===== config.mk =====
export PLATFORM = sky130hd
export DESIGN_NAME = seg_xlate_top
export DESIGN_NICKNAME = d
export VERILOG_FILES = /design/src/rtl/seg_xlate_pkg.sv /design/src/rtl/seg_desc_ram.sv /design/src/rtl/seg_load_fsm.sv /design/src/rtl/seg_addr_calc.sv /design/src/rtl/seg_xlate_top.sv
export SDC_FILE = /design/constraint.sdc
export NUM_CORES = 2
export LEC_CHECK = 0
export ABC_AREA = 1
export BUFFER_PORTS_ARGS = -buffer_cell sky130_fd_sc_hd__clkbuf_2
export CORE_UTILIZATION = 35
export DETAILED_ROUTE_END_ITERATION = 10
export PLACE_DENSITY_LB_ADDON = 0.25
export SYNTH_ARGS = -nofsm -noshare
export SYNTH_HDL_FRONTEND = slang
export SYNTH_SLANG_ARGS = --single-unit

===== constraint.sdc =====
create_clock -name clk -period 4.4 [get_ports clk]
set_input_delay 0.66 -clock clk [delete_from_list [all_inputs] [get_ports clk]]
set_output_delay 0.66 -clock clk [all_outputs]
set_load 0.1 [all_outputs]

===== src/rtl/seg_xlate_pkg.sv =====
package seg_xlate_pkg;
    typedef enum logic [1:0] {
        SEG_CODE  = 2'd0,
        SEG_DATA  = 2'd1,
        SEG_STACK = 2'd2,
        SEG_EXTRA = 2'd3
    } seg_id_e;

    typedef enum logic {
        LD_IDLE  = 1'b0,
        LD_FETCH = 1'b1
    } ld_state_e;
endpackage


===== src/rtl/seg_desc_ram.sv =====
module seg_desc_ram #(
    parameter int DEPTH  = 16,
    parameter int BASE_W = 32,
    localparam int AW    = $clog2(DEPTH)
) (
    input  logic              clk,
    input  logic              rst_n,
    input  logic              we,
    input  logic [AW-1:0]     waddr,
    input  logic [BASE_W-1:0] wdata,
    input  logic [AW-1:0]     raddr,
    output logic [BASE_W-1:0] rdata
);
    logic [BASE_W-1:0] mem_q [DEPTH];

    always_ff @(posedge clk) begin
        if (!rst_n) begin
            for (int i = 0; i < DEPTH; i++) mem_q[i] <= '0;
        end else if (we) begin
            mem_q[waddr] <= wdata;
        end
    end

    assign rdata = mem_q[raddr];
endmodule


===== src/rtl/seg_load_fsm.sv =====
module seg_load_fsm
    import seg_xlate_pkg::*;
#(
    parameter int NSEG   = 4,
    parameter int SEG_W  = 16,
    parameter int BASE_W = 32,
    parameter int DEPTH  = 16,
    localparam int SEL_W = $clog2(NSEG),
    localparam int AW    = $clog2(DEPTH),
    localparam int IDX_LSB = 3
) (
    input  logic                         clk,
    input  logic                         rst_n,
    input  logic                         prot_mode,
    input  logic                         sr_we,
    input  logic [SEL_W-1:0]             sr_sel,
    input  logic [SEG_W-1:0]             sr_val,
    output logic [AW-1:0]                tbl_raddr,
    input  logic [BASE_W-1:0]            tbl_rdata,
    output logic [NSEG-1:0][SEG_W-1:0]   seg_q,
    output logic [NSEG-1:0][BASE_W-1:0]  base_q,
    output logic                         busy,
    output logic [SEL_W-1:0]             busy_seg
);
    ld_state_e        state_q, state_d;
    logic [SEL_W-1:0] pend_q;
    logic             prot_wr;

    assign prot_wr = prot_mode && sr_we;

    // State register
    always_ff @(posedge clk) begin
        if (!rst_n) begin
            state_q <= LD_IDLE;
            pend_q  <= '0;
        end else begin
            state_q <= state_d;
            if (prot_wr) pend_q <= sr_sel;
        end
    end

    always_comb begin
        state_d = state_q;
        unique case (state_q)
            LD_IDLE:  if (prot_wr) state_d = LD_FETCH;
            LD_FETCH: state_d = prot_wr ? LD_FETCH : LD_IDLE;
            default:  state_d = LD_IDLE;
        endcase
    end

    // Outputs
    always_comb begin
        busy      = 1'b0;
        busy_seg  = pend_q;
        tbl_raddr = seg_q[pend_q][IDX_LSB +: AW];
        unique case (state_q)
            LD_IDLE:  busy = 1'b0;
            LD_FETCH: busy = 1'b1;
            default:  busy = 1'b0;
        endcase
    end

    // Segment registers and descriptor cache
    always_ff @(posedge clk) begin
        if (!rst_n) begin
            seg_q  <= '0;
            base_q <= '0;
        end else begin
            if (state_q == LD_FETCH) base_q[pend_q] <= tbl_rdata;
            if (sr_we)               seg_q[sr_sel]  <= sr_val;
        end
    end
endmodule


===== src/rtl/seg_addr_calc.sv =====
module seg_addr_calc #(
    parameter int SEG_W   = 16,
    parameter int BASE_W  = 32,
    parameter int SHIFT   = 4,
    localparam int REAL_W = SEG_W + SHIFT
) (
    input  logic              prot_mode,
    input  logic [SEG_W-1:0]  seg,
    input  logic [BASE_W-1:0] base,
    input  logic [BASE_W-1:0] off,
    output logic [BASE_W-1:0] addr
);
    logic [REAL_W-1:0] real_sum;

    always_comb begin
        real_sum = {seg, {SHIFT{1'b0}}} + REAL_W'(off[SEG_W-1:0]);
        if (prot_mode) addr = base + off;
        else           addr = BASE_W'(real_sum);
    end
endmodule


===== src/rtl/seg_xlate_top.sv =====
module seg_xlate_top #(
    parameter int NSEG   = 4,
    parameter int SEG_W  = 16,
    parameter int BASE_W = 32,
    parameter int DEPTH  = 16,
    localparam int SEL_W = $clog2(NSEG),
    localparam int AW    = $clog2(DEPTH)
) (
    input  logic              clk,
    input  logic              rst_n,
    input  logic              prot_mode,
    input  logic              sr_we,
    input  logic [SEL_W-1:0]  sr_sel,
    input  logic [SEG_W-1:0]  sr_val,
    input  logic              dt_we,
    input  logic [AW-1:0]     dt_idx,
    input  logic [BASE_W-1:0] dt_base,
    input  logic              req_valid,
    input  logic [SEL_W-1:0]  req_seg,
    input  logic [BASE_W-1:0] req_off,
    output logic              req_ready,
    output logic              rsp_valid,
    output logic [BASE_W-1:0] rsp_addr
);
    logic [AW-1:0]               tbl_raddr;
    logic [BASE_W-1:0]           tbl_rdata;
    logic [NSEG-1:0][SEG_W-1:0]  seg_q;
    logic [NSEG-1:0][BASE_W-1:0] base_q;
    logic                        busy;
    logic [SEL_W-1:0]            busy_seg;
    logic [BASE_W-1:0]           addr_c;

    seg_desc_ram #(.DEPTH(DEPTH), .BASE_W(BASE_W)) u_ram (
        .clk(clk), .rst_n(rst_n), .we(dt_we), .waddr(dt_idx),
        .wdata(dt_base), .raddr(tbl_raddr), .rdata(tbl_rdata)
    );

    seg_load_fsm #(.NSEG(NSEG), .SEG_W(SEG_W), .BASE_W(BASE_W), .DEPTH(DEPTH)) u_fsm (
        .clk(clk), .rst_n(rst_n), .prot_mode(prot_mode), .sr_we(sr_we),
        .sr_sel(sr_sel), .sr_val(sr_val), .tbl_raddr(tbl_raddr),
        .tbl_rdata(tbl_rdata), .seg_q(seg_q), .base_q(base_q),
        .busy(busy), .busy_seg(busy_seg)
    );

    seg_addr_calc #(.SEG_W(SEG_W), .BASE_W(BASE_W)) u_calc (
        .prot_mode(prot_mode), .seg(seg_q[req_seg]), .base(base_q[req_seg]),
        .off(req_off), .addr(addr_c)
    );

    assign req_ready = !(busy && (busy_seg == req_seg));

    always_ff @(posedge clk) begin
        if (!rst_n) begin
            rsp_valid <= 1'b0;
            rsp_addr  <= '0;
        end else begin
            rsp_valid <= req_valid && req_ready;
            if (req_valid && req_ready) rsp_addr <= addr_c;
        end
    end
endmodule


# Yosys cells after proc, flatten, opt, wreduce, memory -nomap -nowiden
# Memory sizes are Yosys's and may differ from the RTL's.
# Index checks and enable logic that the tools add are counted.
# op_classes
n_reduce_logical	7
bitwise	1
n_lt_le_gt_ge	5
addsub	2
n_mux	22
n_eq_ne	1
# ops
operator	count
$bwmux W128	1
$mux W32	4
$bmux W16 S2	2
$bmux W32 S2	1
$bwmux W64	1
$demux W32 S2	1
$add A32 B32 Y32	1
$demux W16 S2	1
$mux W16	2
$reduce_or A32 Y1	1
$add A20 B16 Y20	1
$lt A2 B3 Y1 const B	3
$mux W7	1
$mux W1	6
$logic_and A1 B1 Y1	5
$ge A2 B1 Y1 const B	2
$mux W4	1
$eq A2 B2 Y1	1
$pmux W1 S2	1
$logic_not A1 Y1	1
$not A1 Y1	1
# word_totals
mem_bits_rw	512
wordCells	51
n_memories	1
register_bits	228
# memory_table
name	depth	word_bits	read_ports	rd_clocked_by_memory_dff	wr	line	source
u_ram.mem_q	16	32	1	0	16	seg_desc_ram.sv:14	logic [BASE_W-1:0] mem_q [DEPTH];

# Longest topological paths before layout
# logic_depth
ltp_word	5
ltp_mapped	20

# Hierarchy
# A second synthesis with hierarchy kept.
# hier_totals
cells_unflattened	5192
area_unflattened_um2	39028.7
# by_module_without_submodules
module	cells_each	instances	area_each_um2	seq_area_each_um2
seg_desc_ram	2733	1	24652.4	15374.7
seg_load_fsm	1268	1	8155.3	3903.7
seg_addr_calc	697	1	3449.6	0.0
seg_xlate_top	494	1	2771.4	660.6

# Worst setup path before layout
# Ideal clock, no wire load.
# synth_timing
path_kind	input port to flip-flop
startpoint	input req_seg[0]
endpoint	register rsp_addr[27]
required_time_ns	4.330
stages	18
setup_slack_ns	1.356
arrival_time_ns	2.974
n_path_buf	3
cell_sequence	inv_2 -> clkbuf_1 -> clkbuf_1 -> clkbuf_1 -> nor2_1 -> o22ai_1 -> ha_1 -> nand2_1 -> inv_1 -> nand2_1 -> inv_1 -> a21oi_1 -> nor2_1 -> nor2_1 -> nand2_1 -> nand2_1 -> nand3_1 -> a21oi_1
# synth_via
elab_chain_cells	4
word_cells_on_any_way	8
cone_classes	add/sub: 1; eq/ne: 1; mux: 3; reduce/logical: 3
# synth_lines
item	line	source
start: declaration	seg_xlate_top.sv:19	input logic [SEL_W-1:0] req_seg,
$bmux W32 S2 / $eq A2 B2 Y1 (equally long branches)	seg_xlate_top.sv:46, seg_xlate_top.sv:50	
$mux W32 (implied by the code) / $logic_and A1 B1 Y1 (equally long branches)	seg_xlate_top.sv:46, seg_xlate_top.sv:50	
$add A32 B32 Y32 / $logic_not A1 Y1 (equally long branches)	seg_addr_calc.sv:17, seg_xlate_top.sv:50	
$mux W32 / $logic_and A1 B1 Y1 (equally long branches)	seg_addr_calc.sv:17, seg_xlate_top.sv:58	
end signal: assignment	seg_xlate_top.sv:58	if (req_valid && req_ready) rsp_addr <= addr_c;
end: declaration	seg_xlate_top.sv:23	output logic [BASE_W-1:0] rsp_addr
# Parallel ways exist; a longest one is shown, timed or not. The select of a mux whose other input is x is not followed.
# A chain may end at the register's enable or synchronous reset.

# Final worst setup path
# layout_timing
startpoint	register u_fsm.pend_q[0], in the netlist u_fsm.busy_seg[0]
endpoint	register u_fsm.base_q[82] (netlist name)
# layout_via
elab_chain_cells	5
word_cells_on_any_way	9
cone_classes	order compare: 2; mux: 5; reduce/logical: 1; memory: 1
# layout_lines
item	line	source
start: declaration	seg_load_fsm.sv:26	logic [SEL_W-1:0] pend_q;
start signal: assignment	seg_load_fsm.sv:38	if (prot_wr) pend_q <= sr_sel;
branches (longest 4 deep; another with $mem_v2 Z16 W32)	n/a	
$bwmux W128 *	seg_load_fsm.sv:69	if (state_q == LD_FETCH) base_q[pend_q] <= tbl_rdata;
end signal: indexed assignment	seg_load_fsm.sv:69	
end: declaration	seg_load_fsm.sv:21	output logic [NSEG-1:0][BASE_W-1:0] base_q,
# Mark *: on every way between the ends. The select of a mux whose other input is x is not followed.

==> flow_summary.yaml <==
sta:
  timing.final.crit_share_pct: 71.10
  skew_ns: 0.02642
  rsz0062_at_grt: "false"
  slew_violations: 0
  fmax_ghz: 0.3196
  hold_slack_ns: 0.3044
  setup_viol: 0
  fin_crit_ns: 3.129
  setup_tns_ns: 0
  tightest_slew_ns: 1.165
  finalHoldViolCount: 0
  relSlewSlack_pct: 22.20
yosys:
  synth_edf_count: 512
  post-synth-top-count-cell: "nand2_1"
  synth_top_area_share_pct: 39.98
  yosys_register_bits: 740
  synth_async_sr_flop_share_pct: 0
  yosys_warnings: 0
  synthTopCellsByArea: "edfxtp_1 (40%), dfxtp_1 (12%), nand2_1 (9.9%), nor2_1 (8.3%), nand3_1 (6.6%)"
  ys_types: 42
  syn_area_um2: 38460
  ys_dominant_reg_cell: "edfxtp_1"
  syn_inst: 4643
  yosysTopAreaCell: "edfxtp_1"
  postSynthAreaPerCell_um2: 8.284
  syn-num-nets: 4782
  yosys-top-cells-count: "nand2_1 (1013), nor2_1 (848), edfxtp_1 (512), nand3_1 (505), inv_1 (421)"
  yosysSeqAreaShare_pct: 51.84
power_and_ir_drop:
  p_total_uw: 17930
  peakVddDrop_v: 0.0002672
  power_frac_clock_pct: 39.6
  switching_share_pct: 28.86
  intPower_uw: 12750
  p_comb_share_pct: 16.3
  p_sw_uw: 5173
  p_per_area_nw_per_um2: 415.4
  leakage_uw: 0.01891
  pwr-share-seq_pct: 44.1
setup_path:
  crit_path_end_kind: "flop"
  cpPeakStageDelay_ns: 0.61
  startpoint_type: "flop"
  required_ns: 4.99
  cp.buffers_inverters: 3
  crit_fanout: 67
  critPathTopFamily: "simple AND/OR/NAND/NOR gates"
  slowest_stage: "dfxtp_1"
  criticalPathCategory: "flop to flop"
  cp_common_cell: "nand2_1"
  path_cells: "inv_1 -> nand2_1 -> nand2_1 -> nand2_8 -> nand2_8 -> buf_12 -> nand2_1 -> nand3_1 -> nand3_1 -> nand3_2 -> nand3_1 -> nand2_1 -> inv_1"
  cp.arrival_ns: 3.72
global_route:
  first_global_vias: 29463
  grt_pass1_wl_mm: 187.2
  antenna_found_initial: 0
  grt-ovfl-total: 0
  grtUsageTotal_pct: 22.05
  grt_start_max_net_pins: 139
floorplan:
  initial_core_util_pct: 35.33
  ios: 128
  coreArea_um2: 108900
  rows: 121
  dieHeight_um: 333.5
  die_x_um: 333.5
  dieArea_um2: 111200
cts:
  root_buffer: "clkbuf_16"
  postCtsHoldBufs: 0
  cts.clk_slew.worst_paths_ns: 0.06
  cts_buffers: 83
  cts_tree: "built"
  clockBufferDepth: 3
  post-cts-setup-buffers: 0
  worstSkewPairLatency_ns: 0.65
  htreeDepth: 3
  cts_sinks: 740
  cts_resized: 0
placement:
  numPortBuffers: 127
  dpl.hpwl_mm: 75.53
  place_congestion: 0.9202
  place_inst: 5965
worst_hold_path:
  hold_class: "input port to flop"
layout:
  antenna_cells: 0
  fillers: 11050
  drive_gt1_share_pct: 11.37
  final_cells: 6112
  layout.nets: 4775
  syn_to_final_growth_pct: 12.20
outcome:
  status: "complete, no violations"
job:
  drv_cap: 0
drt:
  wl_per_cell_um: 20.45
  wirelength_mm: 125.0
  first_pass_iters: 6
  vias_per_cell: 5.192
  drt_iter0_drc: 3128
  ant_nets: 0
  num_vias: 31733
  route.detailed.drc: 0
==> power by group through the flow <==
stage               Sequential, uW  Combinational (uW)  Clock [uW]
finish                        7900                2930        7100
global route                  7930                3170        7470
CTS                           7900                2920        7210
detailed placement            8040                2910           0
global placement              8030                2900           0
floorplan                     8190                1800           0
==> cells by family (layout without fill, tap and decap cells) <==
logic type / Yosys count / after routing / synth area share (%)
AND/OR/NAND/NOR: 2692 / 2692 / 32.01
adder cells (fa/ha/maj): 45 / 45 / 1.503
XOR/XNOR: 8 / 8 / 0.1822
AO/OA/AOI/OAI: 413 / 413 / 6.262
buffers and inverters: 745 / 800 / 8.201
flip-flops: 740 / 740 / 51.84
==> stage by stage <==
stage / cell area [um^2] / utilization (%) / setup slack, ns
6_report: 43150 / 39.64 / 1.271
5_1_grt: 43150 / 39.64 / 1.065
4_1_cts: 43150 / 39.64 / 1.293
3_5_place_dp: 40420 / 37.13 / 0.7909
3_3_place_gp: 40420 / 37.13 / 0.7015
2_1_floorplan: 38460 / - / 1.356
==> worst reg2reg max path: stages (launching register included) <==
cell and delay (ns):
dfxtp_1 0.61, inv_1 0.14, nand2_1 0.09, nand2_1 0.13, nand2_8 0.30, nand2_8 0.44
buf_12 0.41, nand2_1 0.10, nand3_1 0.07, nand3_1 0.18, nand3_2 0.29, nand3_1 0.23
nand2_1 0.06, inv_1 0.04
==> path summary, 6_finish.rpt <==
| path | cells after the start | end | slack [ns] | from |
|---|---|---|---|---|
| min reg2reg | 2 | u_fsm.seg_q[61] | 0.46 | u_fsm.seg_q[61] |
| max | 13 | u_fsm.base_q[82] | 1.27 | u_fsm.busy_seg[0] |
| min | 3 | u_fsm.seg_q[33] | 0.30 | sr_val[1] |
| max reg2reg | 13 | u_fsm.base_q[82] | 1.27 | u_fsm.busy_seg[0] |
==> layer usage <==
layer / track usage, % / up-vias / part of all wire, %
met3: 2.762 / 172 / 6.1
met4: 5.628 / 0 / 2.2
li1: - / 15186 / -
met5: 0 / - / 0
met1: 31.09 / 15337 / 45
met2: 35.65 / 1038 / 46
==> cells in the final DEF, fill, tap and decap left out, drive strengths merged, types with 44 or more instances in the layout <==
cell type	netlist	layout
a21oi	88	88
buf	127	95
nand2	1019	1019
nor2	852	852
dfxtp	228	228
edfxtp	512	512
nand3b	136	136
inv	428	433
o21ai	166	166
o21a	96	96
o22ai	44	44
nand3	661	661
clkbuf	185	236
==> state kept, by name, summed over array words and instances, names as in the netlist <==
| name | flops |
|---|---|
| u_ram.mem_q | 512 |
| u_fsm.base_q | 128 |
| u_fsm.seg_q | 64 |
| rsp_addr | 32 |
| u_fsm.busy_seg | 2 |
| rsp_valid | 1 |
| u_fsm.state_q | 1 |
==> area by class of cell <==
cell class                 count  area [um^2]  area share, %
tap                         1414         1769          4.100
sequential                   740        19940          46.21
clock buffer                 111         2296          5.321
multi-input combinational   3158        15480          35.88
clock inverter                36        432.9          1.003
inverter                     433         1630          3.778
timing repair buffer         220         1603          3.714
Power figures use the tool's default switching activity.
